$ cat src/rtl/mbox_pkg.sv
package mbox_pkg;
  typedef enum logic [1:0] {
    REQ_RUN       = 2'd0,
    SWITCH_TO_SVC = 2'd1,
    SVC_RUN       = 2'd2,
    SWITCH_TO_REQ = 2'd3
  } hs_state_e;

  localparam logic ADDR_CMD  = 1'b0;
  localparam logic ADDR_STAT = 1'b1;
endpackage

$ cat src/rtl/mbox_gap_cnt.sv
module mbox_gap_cnt #(
  parameter int DEAD_CYC = 2
) (
  input  logic clk_i,
  input  logic rst_ni,
  input  logic active_i,
  output logic last_o
);
  localparam int CNT_W = (DEAD_CYC > 1) ? $clog2(DEAD_CYC) : 1;
  localparam logic [CNT_W-1:0] LAST = CNT_W'(DEAD_CYC - 1);

  logic [CNT_W-1:0] cnt_q;

  always_ff @(posedge clk_i or negedge rst_ni) begin
    if (!rst_ni)                  cnt_q <= '0;
    else if (!active_i || last_o) cnt_q <= '0;
    else                          cnt_q <= cnt_q + 1'b1;
  end

  assign last_o = active_i && (cnt_q == LAST);

  AST_GAP_BOUND: assert property (@(posedge clk_i) disable iff (!rst_ni)
    cnt_q <= LAST);
endmodule

$ cat src/rtl/mbox_seq.sv
module mbox_seq
  import mbox_pkg::*;
#(
  parameter int DEAD_CYC = 2
) (
  input  logic clk_i,
  input  logic rst_ni,
  input  logic handoff_i,
  input  logic pend_i,
  input  logic done_i,
  output logic accept_o,
  output logic req_run_o,
  output logic svc_run_o
);
  hs_state_e state_q, state_d;
  logic      in_switch;
  logic      gap_last;

  assign in_switch = (state_q == SWITCH_TO_SVC) || (state_q == SWITCH_TO_REQ);
  assign accept_o  = (state_q == REQ_RUN) && handoff_i && pend_i;

  mbox_gap_cnt #(.DEAD_CYC(DEAD_CYC)) gap_i (
    .clk_i   (clk_i),
    .rst_ni  (rst_ni),
    .active_i(in_switch),
    .last_o  (gap_last)
  );

  always_comb begin
    state_d = state_q;
    unique case (state_q)
      REQ_RUN:       if (accept_o) state_d = SWITCH_TO_SVC;
      SWITCH_TO_SVC: if (gap_last) state_d = SVC_RUN;
      SVC_RUN:       if (done_i)   state_d = SWITCH_TO_REQ;
      SWITCH_TO_REQ: if (gap_last) state_d = REQ_RUN;
      default:                     state_d = REQ_RUN;
    endcase
  end

  always_ff @(posedge clk_i or negedge rst_ni) begin
    if (!rst_ni) state_q <= REQ_RUN;
    else         state_q <= state_d;
  end

  assign req_run_o = (state_q == REQ_RUN);
  assign svc_run_o = (state_q == SVC_RUN);

  AST_ONE_RUNS: assert property (@(posedge clk_i) disable iff (!rst_ni)
    !(req_run_o && svc_run_o));
  AST_SVC_GAP: assert property (@(posedge clk_i) disable iff (!rst_ni)
    $rose(svc_run_o) |-> !$past(req_run_o));
  AST_REQ_GAP: assert property (@(posedge clk_i) disable iff (!rst_ni)
    $rose(req_run_o) |-> !$past(svc_run_o));
  AST_HANDOFF_SRC: assert property (@(posedge clk_i) disable iff (!rst_ni)
    $fell(req_run_o) |-> $past(handoff_i && pend_i));
  AST_DONE_SRC: assert property (@(posedge clk_i) disable iff (!rst_ni)
    $fell(svc_run_o) |-> $past(done_i));
endmodule

$ cat src/rtl/mbox_regs.sv
module mbox_regs
  import mbox_pkg::*;
#(
  parameter int DATA_W = 8
) (
  input  logic              clk_i,
  input  logic              rst_ni,
  input  logic              req_en_i,
  input  logic              svc_en_i,
  input  logic              accept_i,
  input  logic              req_we_i,
  input  logic              req_addr_i,
  input  logic [DATA_W-1:0] req_wdata_i,
  input  logic              svc_we_i,
  input  logic              svc_addr_i,
  input  logic [DATA_W-1:0] svc_wdata_i,
  output logic [DATA_W-1:0] req_rdata_o,
  output logic [DATA_W-1:0] svc_rdata_o,
  output logic              pend_o
);
  logic [DATA_W-1:0] cmd_q, stat_q;
  logic              pend_q;
  logic              cmd_wr, stat_wr;

  assign cmd_wr  = req_en_i && req_we_i && (req_addr_i == ADDR_CMD);
  assign stat_wr = svc_en_i && svc_we_i && (svc_addr_i == ADDR_STAT);

  always_ff @(posedge clk_i or negedge rst_ni) begin
    if (!rst_ni) begin
      cmd_q  <= '0;
      stat_q <= '0;
      pend_q <= 1'b0;
    end else begin
      if (cmd_wr)  cmd_q  <= req_wdata_i;
      if (stat_wr) stat_q <= svc_wdata_i;
      if (accept_i)    pend_q <= 1'b0;
      else if (cmd_wr) pend_q <= 1'b1;
    end
  end

  assign req_rdata_o = (req_addr_i == ADDR_STAT) ? stat_q : cmd_q;
  assign svc_rdata_o = (svc_addr_i == ADDR_STAT) ? stat_q : cmd_q;
  assign pend_o      = pend_q;

  AST_CMD_LOCK: assert property (@(posedge clk_i) disable iff (!rst_ni)
    !req_en_i |=> $stable(cmd_q));
  AST_STAT_LOCK: assert property (@(posedge clk_i) disable iff (!rst_ni)
    !svc_en_i |=> $stable(stat_q));
  AST_PEND_CLR: assert property (@(posedge clk_i) disable iff (!rst_ni)
    accept_i |=> !pend_q);
endmodule

$ cat src/rtl/mbox_handoff.sv
module mbox_handoff
  import mbox_pkg::*;
#(
  parameter int DATA_W   = 8,
  parameter int DEAD_CYC = 2
) (
  input  logic              clk_i,
  input  logic              rst_ni,
  input  logic              req_we_i,
  input  logic              req_addr_i,
  input  logic [DATA_W-1:0] req_wdata_i,
  output logic [DATA_W-1:0] req_rdata_o,
  input  logic              req_handoff_i,
  input  logic              svc_we_i,
  input  logic              svc_addr_i,
  input  logic [DATA_W-1:0] svc_wdata_i,
  output logic [DATA_W-1:0] svc_rdata_o,
  input  logic              svc_done_i,
  output logic              req_run_o,
  output logic              svc_run_o
);
  logic accept, pend;

  mbox_seq #(.DEAD_CYC(DEAD_CYC)) seq_i (
    .clk_i    (clk_i),
    .rst_ni   (rst_ni),
    .handoff_i(req_handoff_i),
    .pend_i   (pend),
    .done_i   (svc_done_i),
    .accept_o (accept),
    .req_run_o(req_run_o),
    .svc_run_o(svc_run_o)
  );

  mbox_regs #(.DATA_W(DATA_W)) regs_i (
    .clk_i      (clk_i),
    .rst_ni     (rst_ni),
    .req_en_i   (req_run_o),
    .svc_en_i   (svc_run_o),
    .accept_i   (accept),
    .req_we_i   (req_we_i),
    .req_addr_i (req_addr_i),
    .req_wdata_i(req_wdata_i),
    .svc_we_i   (svc_we_i),
    .svc_addr_i (svc_addr_i),
    .svc_wdata_i(svc_wdata_i),
    .req_rdata_o(req_rdata_o),
    .svc_rdata_o(svc_rdata_o),
    .pend_o     (pend)
  );

  AST_RST_REQ: assert property (@(posedge clk_i) disable iff (!rst_ni)
    $rose(rst_ni) |-> req_run_o);
endmodule

$ cat config.mk
export PLATFORM = sky130hd
export DESIGN_NAME = mbox_handoff
export DESIGN_NICKNAME = d
export VERILOG_FILES = /design/src/rtl/mbox_pkg.sv /design/src/rtl/mbox_gap_cnt.sv /design/src/rtl/mbox_seq.sv /design/src/rtl/mbox_regs.sv /design/src/rtl/mbox_handoff.sv
export SDC_FILE = /design/constraint.sdc
export NUM_CORES = 1
export LEC_CHECK = 0
export BUFFER_PORTS_ARGS = -buffer_cell sky130_fd_sc_hd__buf_2
export CAP_MARGIN = 40
export CORE_UTILIZATION = 51
export DETAILED_ROUTE_END_ITERATION = 8
export GPL_ROUTABILITY_DRIVEN = 0
export PLACE_DENSITY = 0.83
export SLEW_MARGIN = 40
export SYNTH_ARGS = -nofsm -noshare
export SYNTH_HDL_FRONTEND = slang
export SYNTH_SLANG_ARGS = --single-unit
$ cat constraint.sdc
create_clock -name clk_i -period 3.8 [get_ports clk_i]
set_clock_uncertainty 0.15 [all_clocks]
set_input_delay 0.76 -clock clk_i [delete_from_list [all_inputs] [get_ports clk_i]]
set_output_delay 0.76 -clock clk_i [all_outputs]
set_load 0.05 [all_outputs]
==> flow_metrics.tcl, run 1 <==
set metrics [dict create \
    fp.dieArea_um2 2295 \
    required_ns 2.89 \
    hp-class "primary input to async pin" \
    clockRootBuffer "clkbuf_4" \
    hold_viol 0 \
    cts_max_level 1 \
    fin_crit_sh 0.6499 \
    post-route-drc-count 0 \
    met2_usage 0.3378 \
    yosys-top-cells-area "dfrtp_1, mux2_2, ha_1" \
    cts_tree "built" \
    startpoint_type "primary input" \
    start_util 0.5478 \
    rsz0062_at_grt "no" \
    hpwl_um 1564 \
    cts.sinks 20 \
    seq_area_frac_synth 0.4657 \
    drv_slew 0 \
    grt_usage 0.1887 \
    grt_pass1_vias 697 \
    grt_pass1_wl_um 2946 \
    r2r_end "seq_i.state_q[1]" \
    dp_slack_ns 1.328 \
    final_common_cell "buf_2" \
    tightest_slew_ns 0.4349 \
    grt_use_met1 0.2275 \
    final_cells 143 \
    fin_ws_ns 1.330 \
    drv_cap 0 \
    crit_chain "buf_2, mux2_2, buf_2" \
    wl_per_cell_um 13.98 \
    netlist_instances 74 \
    syn_avg_cell_area_um2 14.52 \
    rows 16 \
    firstDrtPassIters 2 \
    antenna_found_initial 0 \
    layout-drive-gt1-share 0.6983 \
    path_max_fanout 9 \
    path_common_cell "buf_2" \
    viasPerCell 5.035 \
    grt_overflow 0 \
    reg2reg_slack_ns 2.05 \
    yosys.area.top_type "dfrtp_1" \
    post-synth-top-area-fraction 0.4657 \
    antenna_left 0 \
    mappedNetlistNets 103 \
    dpl.cell_count 140 \
    relSlewSlack 0.7101 \
    place_area_um2 1295 \
    worst-setup-path-type "primary input to primary output" \
    drtIter0Drc 4 \
    synth.distinct_cells 16 \
    vias 720 \
    insertion_delay_ns 0.29 \
    status "completed" \
    grt_max_degree 21 \
    endpoint_kind "primary output" \
    numCtsBuffers 3 \
    fmax_mhz 404.9 \
    layout_common_cells "buf_2, mux2_2, dfrtp_1" \
    dieHeight_um 47.91 \
    setup_viol 0 \
    die_x_um 47.91 \
    crit_path_max_incr_delay_ns 0.37 \
    use_met3 0.03019 \
    layout_min_cycle_time_ns 2.470 \
    port_buffers 41 \
    fin_nets 147 \
    post_cts_buffers 0 \
    arrival_ns 1.56 \
    multi_input_area_um2 544.3 \
    stdcell_area_um2 1318 \
    setup_tns_ns 0 \
    r2r-start "seq_i.state_q[1]" \
    ctsHoldBuffers 0 \
    fill_cells 177 \
    seqCellArea_um2 500.5 \
    critical_path.slowest_cell "mux2_2" \
    finalWirelength_um 1999 \
    reg2reg_depth 5 \
    core_um2 1962 \
    clock_path_buffers 2 \
    clkTransAtPathRegs_ns 0.10 \
    synth_warnings 0 \
    synthToLayoutAreaGrowth_pct 22.58 \
    diodes 0 \
    ys_ff_latch 20 \
    ctsResizeCount 0 \
    top_usage_layer "met2" \
    io_pins 42 \
    syn_area_um2 1075 \
]
==> sequential cells by signal (all words and copies together) (netlist names) <==
register           cells
regs_i.stat_q          8
regs_i.pend_o          1
seq_i.gap_i.cnt_q      1
seq_i.state_q          2
regs_i.cmd_q           8
==> area by class of cell <==
class	count	share of cell area
Clock buffer	3	0.01709
Inverter	3	0.008547
Multi-Input combinational cell	49	0.4131
Sequential cell	20	0.3799
Tap cell	27	0.02564
Timing Repair Buffer	41	0.1557
==> worst max-delay path, delay by kind of cell <==
family | cells | cell delay, ns
buf+inv | 2 | 0.43
mux | 1 | 0.37
==> synth_stat cells <==
cell type / instances
inv_1: 3
buf_6: 1
mux2_4: 1
nand3_2: 1
dfrtp_1: 20
nor2_1: 1
ha_1: 5
nand2_1: 3
a21oi_1: 1
o21ai_0: 1
mux2_2: 32
a2bb2oi_1: 1
o21ba_4: 1
nand3b_4: 1
buf_4: 1
a221oi_4: 1
==> worst max path at each step <==
stage                          start        endpoint
after floorplan           svc_addr_i  svc_rdata_o[0]
after global placement    svc_addr_i  svc_rdata_o[1]
after detailed placement  svc_addr_i  svc_rdata_o[6]
after CTS                 svc_addr_i  svc_rdata_o[6]
after global routing      svc_addr_i  svc_rdata_o[4]
final                     svc_addr_i  svc_rdata_o[6]
==> kinds of logic (layout without fill, tap and decap cells) <==
kind of cell,after synthesis,after routing,share of synthesized area
muxes,33,33,0.3492
buffers and inverters,5,47,0.02794
and+or+nand+nor,6,6,0.04191
adders and majority gates,5,5,0.05821
DFF,20,20,0.4657
AOI/OAI and AO/OA,5,5,0.05704
==> layer usage <==
metal | wire length, um | vias up | part of all wire
met5 | 0 | - | 0
met4 | 9 | 0 | 0.0045
met3 | 91 | 2 | 0.046
met2 | 1042 | 25 | 0.52
met1 | 856 | 345 | 0.43
li1 | - | 348 | -
==> per-stage QoR <==
| stage | hold WS, ns | utilization |
|---|---|---|
| floorplan | 0.3092 | - |
| detailed placement | 0.3448 | 0.6601 |
| CTS | 0.2511 | 0.6716 |
| global route | 0.2731 | 0.6716 |
| finish | 0.2465 | 0.6716 |
| global placement | 0.3328 | 0.6601 |
Power of run 1 is left out: the tool's default activity adds up to more than one toggle a clock period on the data nets, which glitch-free logic cannot reach.
==> inputs of run 2 (changes only) <==
--- a/config.mk
+++ b/config.mk
@@ -7,10 +7,10 @@
 export LEC_CHECK = 0
 export BUFFER_PORTS_ARGS = -buffer_cell sky130_fd_sc_hd__buf_2
 export CAP_MARGIN = 40
-export CORE_UTILIZATION = 51
+export CORE_UTILIZATION = 43
 export DETAILED_ROUTE_END_ITERATION = 8
 export GPL_ROUTABILITY_DRIVEN = 0
-export PLACE_DENSITY = 0.83
+export PLACE_DENSITY = 0.75
 export SLEW_MARGIN = 40
 export SYNTH_ARGS = -nofsm -noshare
 export SYNTH_HDL_FRONTEND = slang
==> constraint.sdc (replaced) <==
create_clock -name clk_i -period 2.1 [get_ports clk_i]
set_clock_uncertainty 0.15 [all_clocks]
set_input_delay 0.42 -clock clk_i [delete_from_list [all_inputs] [get_ports clk_i]]
set_output_delay 0.42 -clock clk_i [all_outputs]
set_load 0.05 [all_outputs]
==> run 2 against run 1 <==
Net effect:
- cell area grew 2.3%
- worst setup slack lost 1.2 ns
- cell count grew 2.1%
- register-to-register slack lost 1.7 ns
- count of clock-buffer cells in the layout grew 1
- critical path type is now flip-flop to primary output
- critical endpoint is now svc_run_o
- highest routed layer unchanged
==> flow_metrics.tcl, run 2 (synthesized netlist as in run 1, its figures left out) <==
set metrics [dict create \
    final_common_cell "buf_2" \
    cts_tree "built" \
    wl_per_cell_um 14.34 \
    hold_viol 0 \
    start_util 0.4722 \
    dp_slack_ns 0.2817 \
    cts_max_level 1 \
    port_buffers 41 \
    vias 726 \
    hpwl_um 1605 \
    viasPerCell 4.973 \
    fin_crit_sh 0.9585 \
    final_util 0.5921 \
    antenna_found_initial 0 \
    fin_nets 148 \
    drtIter0Drc 7 \
    rows 17 \
    endpoint_kind "primary output" \
    relSlewSlack 0.7109 \
    grt_max_degree 21 \
    layout-drive-gt1-share 0.7034 \
    core_um2 2276 \
    post-route-drc-count 0 \
    hp-class "primary input to flip-flop" \
    path_max_fanout 4 \
    drv_slew 0 \
    grt_usage 0.1779 \
    grt_pass1_wl_um 3450 \
    grt_pass1_vias 781 \
    numCtsBuffers 3 \
    cts.sinks 20 \
    fin_ws_ns 0.08717 \
    required_ns 1.53 \
    largestRegisters "regs_i.cmd_q: 8 flops, regs_i.stat_q: 8 flops, seq_i.state_q: 2 flops" \
    fmax_mhz 496.8 \
    grt_overflow 0 \
    synthToLayoutAreaGrowth_pct 25.38 \
    diodes 0 \
    finalWirelength_um 2094 \
    stdcell_area_um2 1348 \
    post_cts_buffers 0 \
    tightest_slew_ns 0.4336 \
    clockRootBuffer "clkbuf_4" \
    layout_min_cycle_time_ns 2.013 \
    worst-setup-path-type "flip-flop to primary output" \
    place_area_um2 1296 \
    drv_cap 0 \
    peakVddDrop_mv 1.051 \
    clock_path_buffers 2 \
    die_x_um 52.00 \
    clkTransAtPathRegs_ns 0.11 \
    dieHeight_um 52.00 \
    rsz0062_at_grt "no" \
    setup_tns_ns 0 \
    finalPower_w 0.002457 \
    setup_viol 0 \
    startpoint_type "flip-flop" \
    firstDrtPassIters 4 \
    arrival_ns 1.44 \
    fp.dieArea_um2 2703 \
    layout_common_cells "buf_2, mux2_2, dfrtp_1" \
    power_density_nw_per_um2 1823 \
    leakage_nw 0.6774 \
    status "completed" \
    antenna_left 0 \
    insertion_delay_ns 0.29 \
    io_pins 42 \
]
## run 2: layout make-up
class | count | area, um^2
Multi-Input combinational cell | 49 | 546.8
Timing Repair Buffer | 42 | 217.7
Tap cell | 28 | 35.03
Sequential cell | 20 | 500.5
Fill cell | 189 | 928.4
Inverter | 3 | 11.26
Clock buffer | 4 | 36.28
## run 2: path summary, 6_finish.rpt
kind                                        from                to  slack (ns)  cells past startpoint
worst max-delay path            seq_i.state_q[0]         svc_run_o        0.09                      3
worst max register to register  seq_i.state_q[1]  seq_i.state_q[1]        0.36                      5
max in group asynchronous                 rst_ni   regs_i.cmd_q[2]        1.05                      2
worst min register to register     regs_i.pend_o     regs_i.pend_o        0.35                      1
worst min-delay path              req_wdata_i[3]   regs_i.cmd_q[3]        0.20                      2
min in group asynchronous                 rst_ni   regs_i.cmd_q[3]        0.45                      2
## run 2: layer usage
| metal | up-vias | part of all wire | GRT usage |
|---|---|---|---|
| met4 | 0 | 0.0029 | 0.05405 |
| met2 | 30 | 0.52 | 0.3333 |
| met1 | 343 | 0.42 | 0.2059 |
| met5 | - | 0 | 0 |
| met3 | 2 | 0.056 | 0.02339 |
| li1 | 351 | - | - |
## run 2: through the flow
step,cells,hold slack (ns)
after floorplan,74,-0.02559
after global placement,141,0.2357
after detailed placement,141,0.2357
after CTS,146,0.1963
after global routing,146,0.1947
final,146,0.2011
## run 2: critical path, stage by stage (launching register included)
cell and delay (ns):
dfrtp_1 0.43, inv_1 0.12, ha_1 0.29, buf_2 0.31
## run 2: report_power, final
group / switching (W) / internal [W] / leakage, nW
clock: 0.000112 / 0.000106 / 0.0210
sequential: 0.000129 / 0.000580 / 0.241
combinational: 0.000973 / 0.000558 / 0.416
total: 0.00121 / 0.00124 / 0.677
## run 2: timing repair
item	CTS	global route
endpoints found under the setup margin	0	1
hold endpoints to repair	20	0
hold buffers	1	0
gates resized for setup	0	2
Note: power is estimated with default switching activity, not from simulation.
